File: config.mk
export PLATFORM = sky130hd
export DESIGN_NAME = i2c_pkt_master
export DESIGN_NICKNAME = d
export VERILOG_FILES = /design/src/rtl/i2cs_pkg.sv /design/src/rtl/i2cs_len_cnt.sv /design/src/rtl/i2cs_evt_reg.sv /design/src/rtl/i2c_pkt_master.sv
export SDC_FILE = /design/constraint.sdc
export NUM_CORES = 1
export LEC_CHECK = 0
export BUFFER_PORTS_ARGS = -buffer_cell sky130_fd_sc_hd__buf_2
export CORE_UTILIZATION = 40
export CTS_BUF_LIST = sky130_fd_sc_hd__clkbuf_8 sky130_fd_sc_hd__clkbuf_16
export DETAILED_ROUTE_END_ITERATION = 8
export MAX_ROUTING_LAYER = met4
export SYNTH_ARGS = -nofsm -noshare
export SYNTH_HDL_FRONTEND = slang
export SYNTH_SLANG_ARGS = --single-unit
File: constraint.sdc
create_clock -name clk_i -period 2 [get_ports clk_i]
set_input_delay 0.2 -clock clk_i [delete_from_list [all_inputs] [get_ports clk_i]]
set_output_delay 0.2 -clock clk_i [all_outputs]
set_load 0.1 [all_outputs]
File: src/rtl/i2cs_pkg.sv
package i2cs_pkg;
  typedef enum logic [3:0] {
    ST_IDLE, ST_START, ST_LOAD, ST_TLO, ST_THI, ST_ALO, ST_AHI,
    ST_RLO, ST_RHI, ST_KLO, ST_KHI, ST_P0, ST_P1
  } seq_st_e;
  localparam int EV_NACK  = 0;
  localparam int EV_ARB   = 1;
  localparam int EV_RXSW  = 2;
  localparam int EV_TXEND = 3;
  localparam int EV_N     = 4;
  localparam int BYTE_W   = 8;
endpackage

File: src/rtl/i2cs_len_cnt.sv
module i2cs_len_cnt #(
  parameter int W = 8
) (
  input  logic         clk_i,
  input  logic         rst_ni,
  input  logic         load_i,
  input  logic [W-1:0] val_i,
  input  logic         dec_i,
  output logic         zero_o,
  output logic         one_o
);
  logic [W-1:0] cnt_q;
  always_ff @(posedge clk_i or negedge rst_ni) begin
    if (!rst_ni)                cnt_q <= '0;
    else if (load_i)            cnt_q <= val_i;
    else if (dec_i && !zero_o)  cnt_q <= cnt_q - W'(1);
  end
  assign zero_o = (cnt_q == '0);
  assign one_o  = (cnt_q == W'(1));
endmodule

File: src/rtl/i2cs_evt_reg.sv
module i2cs_evt_reg #(
  parameter int N = 4
) (
  input  logic         clk_i,
  input  logic         rst_ni,
  input  logic [N-1:0] set_i,
  input  logic [N-1:0] clr_i,
  output logic [N-1:0] q_o
);
  for (genvar g = 0; g < N; g++) begin : g_bit
    logic q;
    // set wins over a same-cycle clear so no event is lost
    always_ff @(posedge clk_i or negedge rst_ni) begin
      if (!rst_ni)       q <= 1'b0;
      else if (set_i[g]) q <= 1'b1;
      else if (clr_i[g]) q <= 1'b0;
    end
    assign q_o[g] = q;
  end
endmodule

File: src/rtl/i2c_pkt_master.sv
module i2c_pkt_master
  import i2cs_pkg::*;
#(
  parameter int LEN_W = 8
) (
  input  logic              clk_i,
  input  logic              rst_ni,
  input  logic              tick_i,
  input  logic              go_i,
  input  logic [LEN_W-1:0]  tx_size_i,
  input  logic [LEN_W-1:0]  rx_size_i,
  input  logic              stop_on_empty_i,
  input  logic              stop_on_nack_i,
  input  logic              end_i,
  input  logic              tx_valid_i,
  input  logic [BYTE_W-1:0] tx_data_i,
  output logic              tx_pop_o,
  output logic              rx_push_o,
  output logic [BYTE_W-1:0] rx_data_o,
  input  logic              sda_i,
  input  logic              scl_i,
  output logic              sda_oe_o,
  output logic              scl_oe_o,
  output logic              bus_busy_o,
  output logic              breq_o,
  output logic              lbreq_o,
  input  logic [EV_N-1:0]   evt_clr_i,
  output logic [EV_N-1:0]   evt_o
);
  localparam int BIT_W = $clog2(BYTE_W);

  seq_st_e           state_q, state_d;
  logic [BYTE_W-1:0] sh_q, sh_d;
  logic [BIT_W-1:0]  bit_q, bit_d;
  logic              rd_q, rd_d, first_q, first_d, endp_q, endp_d;
  logic              sda_q, sda_d, scl_q, scl_d;
  logic              cnt_ld, tx_dec, rx_dec, tx_zero, tx_one, rx_zero, rx_one;
  logic              rd_now;
  logic [EV_N-1:0]   evt_set;

  i2cs_len_cnt #(.W(LEN_W)) u_tx_cnt (
    .clk_i, .rst_ni, .load_i(cnt_ld), .val_i(tx_size_i), .dec_i(tx_dec),
    .zero_o(tx_zero), .one_o(tx_one));
  i2cs_len_cnt #(.W(LEN_W)) u_rx_cnt (
    .clk_i, .rst_ni, .load_i(cnt_ld), .val_i(rx_size_i), .dec_i(rx_dec),
    .zero_o(rx_zero), .one_o(rx_one));
  i2cs_evt_reg #(.N(EV_N)) u_evt (
    .clk_i, .rst_ni, .set_i(evt_set), .clr_i(evt_clr_i), .q_o(evt_o));

  assign rd_now    = first_q ? tx_data_i[0] : rd_q;
  assign rx_data_o = {sh_q[BYTE_W-2:0], sda_i};

  always_comb begin
    state_d = state_q; sh_d = sh_q; bit_d = bit_q; rd_d = rd_q;
    first_d = first_q; sda_d = sda_q; scl_d = scl_q;
    endp_d  = endp_q | (end_i && state_q != ST_IDLE);
    cnt_ld = 1'b0; tx_dec = 1'b0; rx_dec = 1'b0;
    tx_pop_o = 1'b0; rx_push_o = 1'b0; breq_o = 1'b0; lbreq_o = 1'b0;
    evt_set = '0;
    unique case (state_q)
      ST_IDLE: begin
        endp_d = 1'b0;
        if (go_i && sda_i && scl_i) begin
          cnt_ld = 1'b1; first_d = 1'b1; rd_d = 1'b0;
          sda_d = 1'b1; state_d = ST_START;
        end
      end
      ST_START: if (tick_i) begin scl_d = 1'b1; state_d = ST_LOAD; end
      ST_LOAD: begin
        if (endp_q) begin
          sda_d = 1'b1; state_d = ST_P0;
        end else if (tx_zero) begin
          if (rd_q && !rx_zero) begin
            evt_set[EV_RXSW] = 1'b1;
            sda_d = 1'b0; bit_d = BIT_W'(BYTE_W-1); state_d = ST_RLO;
          end else begin
            evt_set[EV_TXEND] = 1'b1;
            sda_d = 1'b1; state_d = ST_P0;
          end
        end else if (tx_valid_i) begin
          tx_pop_o = 1'b1;
          sh_d = tx_data_i; bit_d = BIT_W'(BYTE_W-1);
          sda_d = ~tx_data_i[BYTE_W-1];
          first_d = 1'b0; rd_d = rd_now; state_d = ST_TLO;
          if (tx_one && !rd_now) lbreq_o = 1'b1;
          else                   breq_o  = 1'b1;
        end else if (stop_on_empty_i) begin
          sda_d = 1'b1; state_d = ST_P0;
        end
      end
      ST_TLO: if (tick_i) begin scl_d = 1'b0; state_d = ST_THI; end
      ST_THI: if (tick_i) begin
        if (sh_q[BYTE_W-1] && !sda_i) begin
          evt_set[EV_ARB] = 1'b1;
          sda_d = 1'b0; scl_d = 1'b0; state_d = ST_IDLE;
        end else begin
          scl_d = 1'b1;
          if (bit_q == '0) begin
            sda_d = 1'b0; state_d = ST_ALO;
          end else begin
            sh_d = sh_q << 1; bit_d = bit_q - BIT_W'(1);
            sda_d = ~sh_q[BYTE_W-2]; state_d = ST_TLO;
          end
        end
      end
      ST_ALO: if (tick_i) begin scl_d = 1'b0; state_d = ST_AHI; end
      ST_AHI: if (tick_i) begin
        scl_d = 1'b1; tx_dec = 1'b1; state_d = ST_LOAD;
        if (sda_i) begin
          evt_set[EV_NACK] = 1'b1;
          if (stop_on_nack_i) begin sda_d = 1'b1; state_d = ST_P0; end
        end
      end
      ST_RLO: if (tick_i) begin scl_d = 1'b0; state_d = ST_RHI; end
      ST_RHI: if (tick_i) begin
        scl_d = 1'b1;
        sh_d  = {sh_q[BYTE_W-2:0], sda_i};
        if (bit_q == '0) begin
          rx_push_o = 1'b1; rx_dec = 1'b1;
          sda_d = ~rx_one;          // ACK unless final byte
          state_d = ST_KLO;
          if (rx_one) lbreq_o = 1'b1;
          else        breq_o  = 1'b1;
        end else begin
          bit_d = bit_q - BIT_W'(1); state_d = ST_RLO;
        end
      end
      ST_KLO: if (tick_i) begin scl_d = 1'b0; state_d = ST_KHI; end
      ST_KHI: if (tick_i) begin
        scl_d = 1'b1;
        if (rx_zero) begin
          evt_set[EV_TXEND] = 1'b1; sda_d = 1'b1; state_d = ST_P0;
        end else if (endp_q) begin
          sda_d = 1'b1; state_d = ST_P0;
        end else begin
          sda_d = 1'b0; bit_d = BIT_W'(BYTE_W-1); state_d = ST_RLO;
        end
      end
      ST_P0: if (tick_i) begin scl_d = 1'b0; state_d = ST_P1; end
      ST_P1: if (tick_i) begin sda_d = 1'b0; state_d = ST_IDLE; end
      default: state_d = ST_IDLE;
    endcase
  end

  always_ff @(posedge clk_i or negedge rst_ni) begin
    if (!rst_ni) begin
      state_q <= ST_IDLE; sh_q <= '0; bit_q <= '0; rd_q <= 1'b0;
      first_q <= 1'b0; endp_q <= 1'b0; sda_q <= 1'b0; scl_q <= 1'b0;
    end else begin
      state_q <= state_d; sh_q <= sh_d; bit_q <= bit_d; rd_q <= rd_d;
      first_q <= first_d; endp_q <= endp_d; sda_q <= sda_d; scl_q <= scl_d;
    end
  end

  assign sda_oe_o   = sda_q;
  assign scl_oe_o   = scl_q;
  assign bus_busy_o = (state_q != ST_IDLE);
endmodule

==> metrics.txt, run 1 <==
commonest non-fill, non-tap cell in the layout=buf_4; Slew @ Worst Pin=0.487 ns; CTS tree=yes; number of global-route vias before repair=2831; CP endpoint kind=output pin; fin util=63.2%; RSZ-0062 raised after global routing=yes; crit path DAT=2.16 ns; fin nets=493; #FFs+latches synth=40; final hold violation count=0; largest net degree at the start of global routing=26; PwrDens=1460 nW/µm²; most frequent cells in the layout=buf_4 (70), buf_2 (51), dfrtp_1 (38); Initial Util=41.7%; Synth Warn #=0; # Max-Cap Violations=0; WP data required=1.80 ns; clock root buffer=clkbuf_8; Clock power frac=10.7%; first-pass GRT wire length=13.2 mm; Worst Hold Launch=evt_clr_i[2]; DR vias/cell=5.22; TritonCTS Buffers=5; Setup crit start=u_tx_cnt.cnt_q[2]; clock skew=0.00931 ns; Clock Sinks=40; antenna violations before repair=0; Placeable Area=6870 µm²; CP startpoint kind=register; status=complete, but fails checks; Area Overhead vs Synth=51.5%; Synth Area per Inst=8.71 µm²; fmax=423 MHz; setup TNS=-3.87 ns; average routed wire per standard cell=15.7 µm; # diodes=0; r2r startpoint=u_tx_cnt.cnt_q[2]; Combinational Power Share=66.2%; post-layout minimum cycle time=2.36 ns; IO Port Bufs=56; DRC errors left=0; failing checks=setup timing; Seq pwr share=23.0%; Gate Count Post-Synth=329; die area=7510 µm²; worst-case clock buffer depth=2; crit path kind=register to output pin; Initial DRC Count=149; # rows=30; via count=2837; Post-DRT Antenna Nets=0; fillers=597; hold path cells=2; clk_lat worst skew=0.30 ns; Worst VDD drop=0.589 mV; number of flops mapped to enable cells by yosys=0; CP max FO=5; Leak Pwr=0.00201 µW; hold path endpoint=u_evt.g_bit[2].q; post-synth cell types=70; CTS H-tree depth=2; Placed Cells=518; layout cell share with drive strength beyond 1=49.1%; Post-Synthesis Net Count=375; Relative slew margins=67.7%; fraction of registers with async set/reset=100%; RR Endpoint=sda_oe_o; GR Overflow Total=0; cell area after synthesis=2870 µm²; post-place setup slack=-0.277 ns; internal power=3330 µW; Reg clk slew, reported paths=0.09 ns; fin crit share=118%; switching part of the total=47.4%; FF-to-FF setup slack=-0.26 ns; Final WS setup=-0.363 ns; Die Y-Extent=86.7 µm; Layout Cells excl Fill=544; drt total wl=8.52 mm; register area share after synthesis=34.9%; Psw=3010 µW; First-pass DRT Iterations=4; Post-synth top flop=dfrtp_1; GR Util All Layers=23.6%; Hold WC Path Type=input pin to register; max-slew violations=0; gpl congestion=0.895; Final HPWL DP=6.07 mm; Top Ports=57; worst reg-to-reg path cell count=5; Final setup viols=26; Die Width=86.7 µm
-- synthesized netlist by cell type, types with 3 or more instances --
library cell	n	area, µm²
dfrtp_1	40	1000
nand2_1	35	131
nand4_1	8	50.1
a31oi_1	4	25.0
buf_4	12	90.1
mux2_1	9	101
nor2_1	30	113
buf_2	4	20.0
xor2_1	11	96.3
nand2b_1	6	37.5
a21oi_1	22	110
nand3_1	8	40.0
ha_1	8	100
nor2b_1	9	56.3
nor3_1	6	30.0
inv_1	18	67.6
o31ai_1	3	22.5
o21ai_1	4	20.0
clkbuf_1	12	45.0
o21ai_0	9	45.0
xnor2_1	3	26.3
-- cell type report --
| class | instances | area (µm²) | area share (%) |
|---|---|---|---|
| well taps | 96 | 120 | 2.77 |
| repair buffers | 140 | 1070 | 24.6 |
| multi-input cells | 241 | 1960 | 45.1 |
| clock buffers | 5 | 68.8 | 1.58 |
| clock inverters | 3 | 42.5 | 0.980 |
| inverters | 19 | 78.8 | 1.82 |
| flip-flops and latches | 40 | 1000 | 23.1 |
-- power by group through the flow --
stage          Sequential [µW]  Clock, µW  Combinational, µW
6_report                  1460        681               4200
5_1_grt                   1510        725               4500
4_1_cts                   1470        695               3820
3_5_place_dp              1460          0               3540
3_3_place_gp              1450          0               3460
2_1_floorplan             1530          0               2400
-- critical path: stages, from the launching register on --
cell,delay [ns]
dfrtp_1,0.39
or4_4,0.60
o311a_4,0.36
nand2_4,0.11
inv_8,0.03
a22o_4,0.22
buf_12,0.16
-- registers in the layout, indices dropped and copies added, names as in the netlist --
name and cells:
sh_q 8, u_rx_cnt.cnt_q 8, u_tx_cnt.cnt_q 8, state_q 4, u_evt.g_bit.q 4, bit_q 3, endp_q 1, first_q 1
rd_q 1, scl_oe_o 1, sda_oe_o 1
-- what timing repair did --
item | 4_1_cts | 5_1_grt
buffers inserted | 4 | 12
resized for setup | 36 | 62
endpoints found under the hold margin | 15 | 0
hold buffers | 1 | 0
pin swaps | 13 | 18
cloned | 0 | 3
endpoints found under the setup margin | 23 | 38
-- cell families (layout without fill, tap and decap cells) --
| group | count (synthesis) | after routing | share of synthesized area (%) |
|---|---|---|---|
| AO/OA/AOI/OAI | 70 | 70 | 16.8 |
| XOR/XNOR | 14 | 14 | 4.28 |
| flip-flops | 40 | 40 | 34.9 |
| multiplexers | 15 | 15 | 6.07 |
| AND/OR/NAND/NOR | 134 | 134 | 26.2 |
| buffers and inverters | 48 | 167 | 8.29 |
| adder cells (fa/ha/maj) | 8 | 8 | 3.49 |
-- how the worst max path moves through the flow --
stage                           to  slack (ns)  depth (start not counted)
final                       breq_o       -0.36                          6
after CTS                   breq_o       -0.33                          6
after detailed placement  sda_oe_o       -0.28                          5
after global placement    sda_oe_o       -0.14                          5
after global routing       lbreq_o       -0.41                          6
after floorplan           sda_oe_o       -0.14                          5
-- routing by layer --
layer  part of all wire, %  global-route usage (%)
met1                    42                    27.4
met2                    53                    41.0
met3                   3.7                    3.24
met4                   1.8                    10.0
met5                     0                       -
-- per-stage QoR --
step	power (µW)	cell area, µm²	hold slack, ns
floorplan	3930	2940	-0.0956
global placement	4910	3680	0.160
detailed placement	5000	3680	0.165
CTS	5990	4010	0.0596
global route	6730	4340	0.0754
finish	6340	4340	0.0609
(Power assumes the default switching activity.)
==> inputs of run 2 (changes only) <==
Settings changed: CORE_UTILIZATION 40 to 50, PLACE_DENSITY from default to 0.76.
==> metrics.txt, run 2 (synthesis results as in run 1) <==
status=complete, but fails checks; failing checks=setup timing; DR vias/cell=5.52; M3 GR Usage=4.47%; Slew @ Worst Pin=0.673 ns; Final setup viols=29; RSZ-0062 raised after global routing=yes; hold path cells=2; IO Port Bufs=56; met1 usage=31.4%; Post-DRT Antenna Nets=0; Die Y-Extent=77.7 µm; first-pass GRT wire length=12.9 mm; average routed wire per standard cell=15.5 µm; layout cell share with drive strength beyond 1=43.1%; met2 Usage GRT=50.4%; final hold violation count=0; hold path endpoint=u_evt.g_bit[2].q; fin nets=481; Top Ports=57; Crit path largest cell delay=0.58 ns; GR Overflow Total=0; fin crit share=116%; most frequent cells in the layout=buf_4 (63), buf_2 (52), dfrtp_1 (40); Relative slew margins=54.8%; r2r startpoint=u_tx_cnt.cnt_q[2]; # rows=27; antenna violations before repair=0; Initial DRC Count=145; clk_lat worst skew=0.31 ns; TritonCTS Buffers=5; # diodes=0; CP startpoint kind=register; Critical Path, Cell by Cell=or4_4, o311a_4, nand2_4, inv_8, a22o_4, buf_12; gr busiest metal=met2; Die Width=77.7 µm; die area=6040 µm²; CP max FO=3; First-pass DRT Iterations=5; CP endpoint kind=output pin; dpl cell area=3650 µm²; worst reg-to-reg path cell count=6; clock skew=0.0137 ns; Worst VDD drop=0.966 mV; FF-to-FF setup slack=-0.32 ns; WP data required=1.80 ns; Worst Hold Launch=evt_clr_i[2]; Final HPWL DP=5.69 mm; CTS H-tree depth=2; Leak Pwr=0.00190 µW; crit path DAT=2.13 ns; post-place setup slack=-0.148 ns; PwrDens=1490 nW/µm²; fmax=430 MHz; fillers=415; worst-case clock buffer depth=2; post-layout minimum cycle time=2.33 ns; largest net degree at the start of global routing=41; crit path kind=register to output pin; top flop regs=sh_q: 8 flops, u_rx_cnt.cnt_q: 8 flops, u_tx_cnt.cnt_q: 8 flops; fin area=4050 µm²; Clock Sinks=40; Area Overhead vs Synth=41.2%; clock root buffer=clkbuf_8; DRC errors left=0; Initial Util=52.1%; GR Util All Layers=28.2%; CTS tree=yes; number of global-route vias before repair=2761; RR Endpoint=sda_oe_o; Placeable Area=5510 µm²; via count=2806; Final WS setup=-0.328 ns; Reg clk slew, reported paths=0.08 ns; drt total wl=7.86 mm; commonest non-fill, non-tap cell in the layout=buf_4; # Max-Cap Violations=0; gpl congestion=0.929; Worst path slowest cell=or4_4; max-slew violations=0; Hold WC Path Type=input pin to register
-- run 2: report_power, final --
part           switching [µW]  internal, µW  total, µW
Combinational            2250          1630       3870
Clock                     319           370        689
Sequential                328          1150       1480
-- run 2: timing repair --
| action | in CTS | in global routing |
|---|---|---|
| endpoints found under the setup margin | 24 | 40 |
| endpoints found under the hold margin | 40 | 0 |
| hold buffers | 1 | 0 |
| setup buffers | 2 | 2 |
| pin swaps | 14 | 20 |
| gates resized for setup | 33 | 21 |
-- run 2: worst max-delay path by stage --
| stage | depth (start not counted) | end | startpoint | slack (ns) |
|---|---|---|---|---|
| after floorplan | 5 | sda_oe_o | u_tx_cnt.cnt_q[3] | -0.14 |
| after global placement | 6 | bit_q[1] | state_q[2] | -0.12 |
| after detailed placement | 6 | state_q[3] | u_tx_cnt.cnt_q[5] | -0.15 |
| after CTS | 6 | breq_o | u_tx_cnt.cnt_q[2] | -0.32 |
| after global routing | 5 | breq_o | u_tx_cnt.cnt_q[2] | -0.39 |
| final | 6 | breq_o | u_tx_cnt.cnt_q[2] | -0.33 |
-- run 2: cell type report --
cell class	instances	area [µm²]	area share [%]
clock buffer	5	68.8	1.70
clock inverter	3	42.5	1.05
inverter	19	78.8	1.95
multi-input combinational	241	1850	45.8
sequential	40	1000	24.7
tap	72	90.1	2.23
timing repair buffer	128	913	22.6
-- run 2: per-stage QoR --
stage          setup TNS [ns]  hold slack (ns)  cells  util (%)  power (µW)
6_report                -4.69           0.0643    508      73.5        6040
2_1_floorplan          -0.526          -0.0956    329         -        3930
3_5_place_dp            -1.65            0.307    495      66.2        4980
4_1_cts                 -4.23           0.0576    506      71.6        5910
3_3_place_gp            -1.14            0.295    495      66.2        4860
5_1_grt                 -6.39           0.0588    508      73.5        6400
-- run 2: critical path: cells and delay by family, from the launching register on --
family                 cells  cell delay [ns]
AOI/OAI and AO/OA          2             0.55
DFF                        1             0.39
buffers and inverters      2             0.19
and+or+nand+nor            2             0.68
-- run 2: routing by layer --
| metal | vias to the layer above | routed length (µm) |
|---|---|---|
| met2 | 92 | 4070 |
| met3 | 20 | 330 |
| met1 | 1332 | 3260 |
| met5 | - | 0 |
| met4 | 0 | 193 |
| li1 | 1362 | - |
==> inputs of run 3 (changes only) <==
Settings changed: CORE_UTILIZATION 50 to 51, PLACE_DENSITY 0.76 to 0.77, SYNTH_HIERARCHICAL from default to 1.
Clock period 2 ns to 1.9 ns, I/O delays scaled along.
==> metrics.txt, run 3 <==
status=complete, but fails checks; failing checks=setup timing; GR Util All Layers=33.5%; CTS tree=yes; Post-Synthesis Net Count=383; cell area after synthesis=3020 µm²; crit path DAT=2.20 ns; Synth Warn #=6; register area=1000 µm²; Reg clk slew, reported paths=0.09 ns; CP startpoint kind=register; TritonCTS Buffers=5; post-place setup slack=-0.295 ns; most frequent cells in the layout=buf_4 (96), buf_2 (51), dfrtp_1 (37); Final HPWL DP=6.51 mm; Relative slew margins=58.0%; Hold Worst Slack=0.0962 ns; Initial DRC Count=285; clock root buffer=clkbuf_8; Critical Path, Cell by Cell=or4_4, nor4b_4, nand3_2, a22o_2, buf_12; Synth Area per Inst=8.96 µm²; CTS H-tree depth=2; clk_lat worst skew=0.31 ns; drt total wl=10.2 mm; crit path kind=register to output pin; Placeable Area=5610 µm²; First-pass DRT Iterations=5; fillers=319; largest net degree at the start of global routing=27; Crit path largest cell delay=0.58 ns; Buf+Inv Stages, Crit Path=1; fmax=418 MHz; Worst path slowest cell=or4_4; antenna violations before repair=0; gpl congestion=0.935; CP max FO=4; top cells by count, synth=dfrtp_1 (40), nor2_1 (32), inv_1 (19); Worst VDD drop=1.51 mV; number of global-route vias before repair=3373; CP endpoint kind=output pin; Final WS setup=-0.491 ns; RSZ-0062 raised after global routing=yes; Final setup viols=36; fin crit share=126%; # Max-Cap Violations=0; register area share after synthesis=33.2%; WP data required=1.71 ns; Area Overhead vs Synth=54.9%; Clock Sinks=40; final hold violation count=0; number of flops mapped to enable cells by yosys=0; Die Width=78.9 µm; Post-synth top flop=dfrtp_1; DR vias/cell=6.09; Die Y-Extent=78.9 µm; GR Overflow Total=0; # rows=27; Placed Cells=520; Yosys top cell by area=dfrtp_1; Hold WC Path Type=input pin to register; Layout Cells excl Fill=556; worst-case clock buffer depth=2; max-slew violations=0; Gate Count Post-Synth=337; layout cell share with drive strength beyond 1=54.5%; Initial Util=53.8%; Post-DRT Antenna Nets=0; family with the most delay on the worst path=simple AND/OR/NAND/NOR gates; DRC errors left=0; top flop regs=sh_q: 8 flops, u_rx_cnt/cnt_q: 8 flops, u_tx_cnt/cnt_q: 8 flops; #FFs+latches synth=40; most numerous cell in the Yosys netlist=dfrtp_1; IO Port Bufs=56; post-synth cell types=62; fin nets=529; via count=3385; PwrDens=1480 nW/µm²; fraction of registers with async set/reset=100%; Leak Pwr=0.00219 µW; die area=6230 µm²; commonest non-fill, non-tap cell in the layout=buf_4; setup TNS=-8.78 ns; Slew @ Worst Pin=0.630 ns; # diodes=0; Top Ports=57; share of the synthesized area in the top cell type=33.2%; first-pass GRT wire length=15.8 mm; clock skew=0.00953 ns; post-layout minimum cycle time=2.39 ns; average routed wire per standard cell=18.3 µm; footprint of the multi-input gates=2080 µm²; top area cells in the synthesized netlist=dfrtp_1 (33%), mux2_4 (4.0%), nor2_1 (4.0%)
## run 3: changes by cell type in the layout (fill, tap and decap cells not counted), sizes merged, moves of 7 or more
cell,change
buf,+42
nand2,-18
xor2,-11
a21oi,-9
or4,+9
nand4,-7
nor3b,+7
o211ai,+7
## run 3: tightest hold or removal path, delay by kind of cell
family | cells | cell delay, ns
buffers and inverters | 1 | 0.07
and+or+nand+nor | 2 | 0.11
## run 3: cell type report
class	instances	share of cell area, %
Clock buffer	6	1.77
Clock inverter	2	0.214
Inverter	21	1.82
Multi-Input combinational cell	245	44.5
Sequential cell	40	21.5
Tap cell	72	1.93
Timing Repair Buffer	170	28.2
## run 3: worst paths after layout
path                            slack, ns                end  depth (start not counted)         startpoint
min in group asynchronous            0.43  u_tx_cnt/cnt_q[5]                          2             rst_ni
worst min register to register       0.49   u_evt/g_bit[1].q                          1   u_evt/g_bit[1].q
worst min-delay path                  0.1  u_tx_cnt/cnt_q[5]                          3       tx_size_i[5]
max in group asynchronous            0.88         state_q[2]                          3             rst_ni
worst max register to register      -0.39         state_q[0]                          7  u_tx_cnt/cnt_q[2]
worst max-delay path                -0.49             breq_o                          5  u_tx_cnt/cnt_q[2]
## run 3: per-layer routing
metal / up-vias / share of wire (%) / track usage, % / wire length, µm
met5: - / 0 / - / 0
met4: 0 / 3.4 / 13.3 / 350
met3: 38 / 5.7 / 5.52 / 584
met2: 172 / 50 / 56.6 / 5110
met1: 1653 / 41 / 39.9 / 4120
li1: 1522 / - / - / -
## run 3: stage by stage
step / total power, µW / area (µm²) / util (%)
after global routing: 7300 / 4670 / 83.3
after floorplan: 4440 / 3250 / -
after global placement: 5460 / 4090 / 72.8
after detailed placement: 5610 / 4090 / 72.8
final: 6940 / 4670 / 83.3
after CTS: 6490 / 4410 / 78.7
## run 3: what timing repair did
action,4_1_cts,5_1_grt
pin swaps,20,14
hold buffers,1,0
setup endpoints to repair,34,39
hold endpoints to repair,24,0
resized for setup,32,34
buffers inserted,12,15
## run 3: kinds of logic (layout without fill, tap and decap cells)
family / count (synthesis) / after routing / synth area share [%]
DFF: 40 / 40 / 33.2
and+or+nand+nor: 132 / 132 / 25.7
adders and majority gates: 8 / 8 / 3.32
AOI/OAI and AO/OA: 85 / 85 / 19.9
muxes: 20 / 20 / 8.33
buffers and inverters: 52 / 199 / 9.49
## run 3: power by group
part           switching [µW]  internal, µW  total [µW]
combinational            2750          2080        4830
clock                     332           291         623
sequential                290          1200        1490
total                    3370          3570        6940
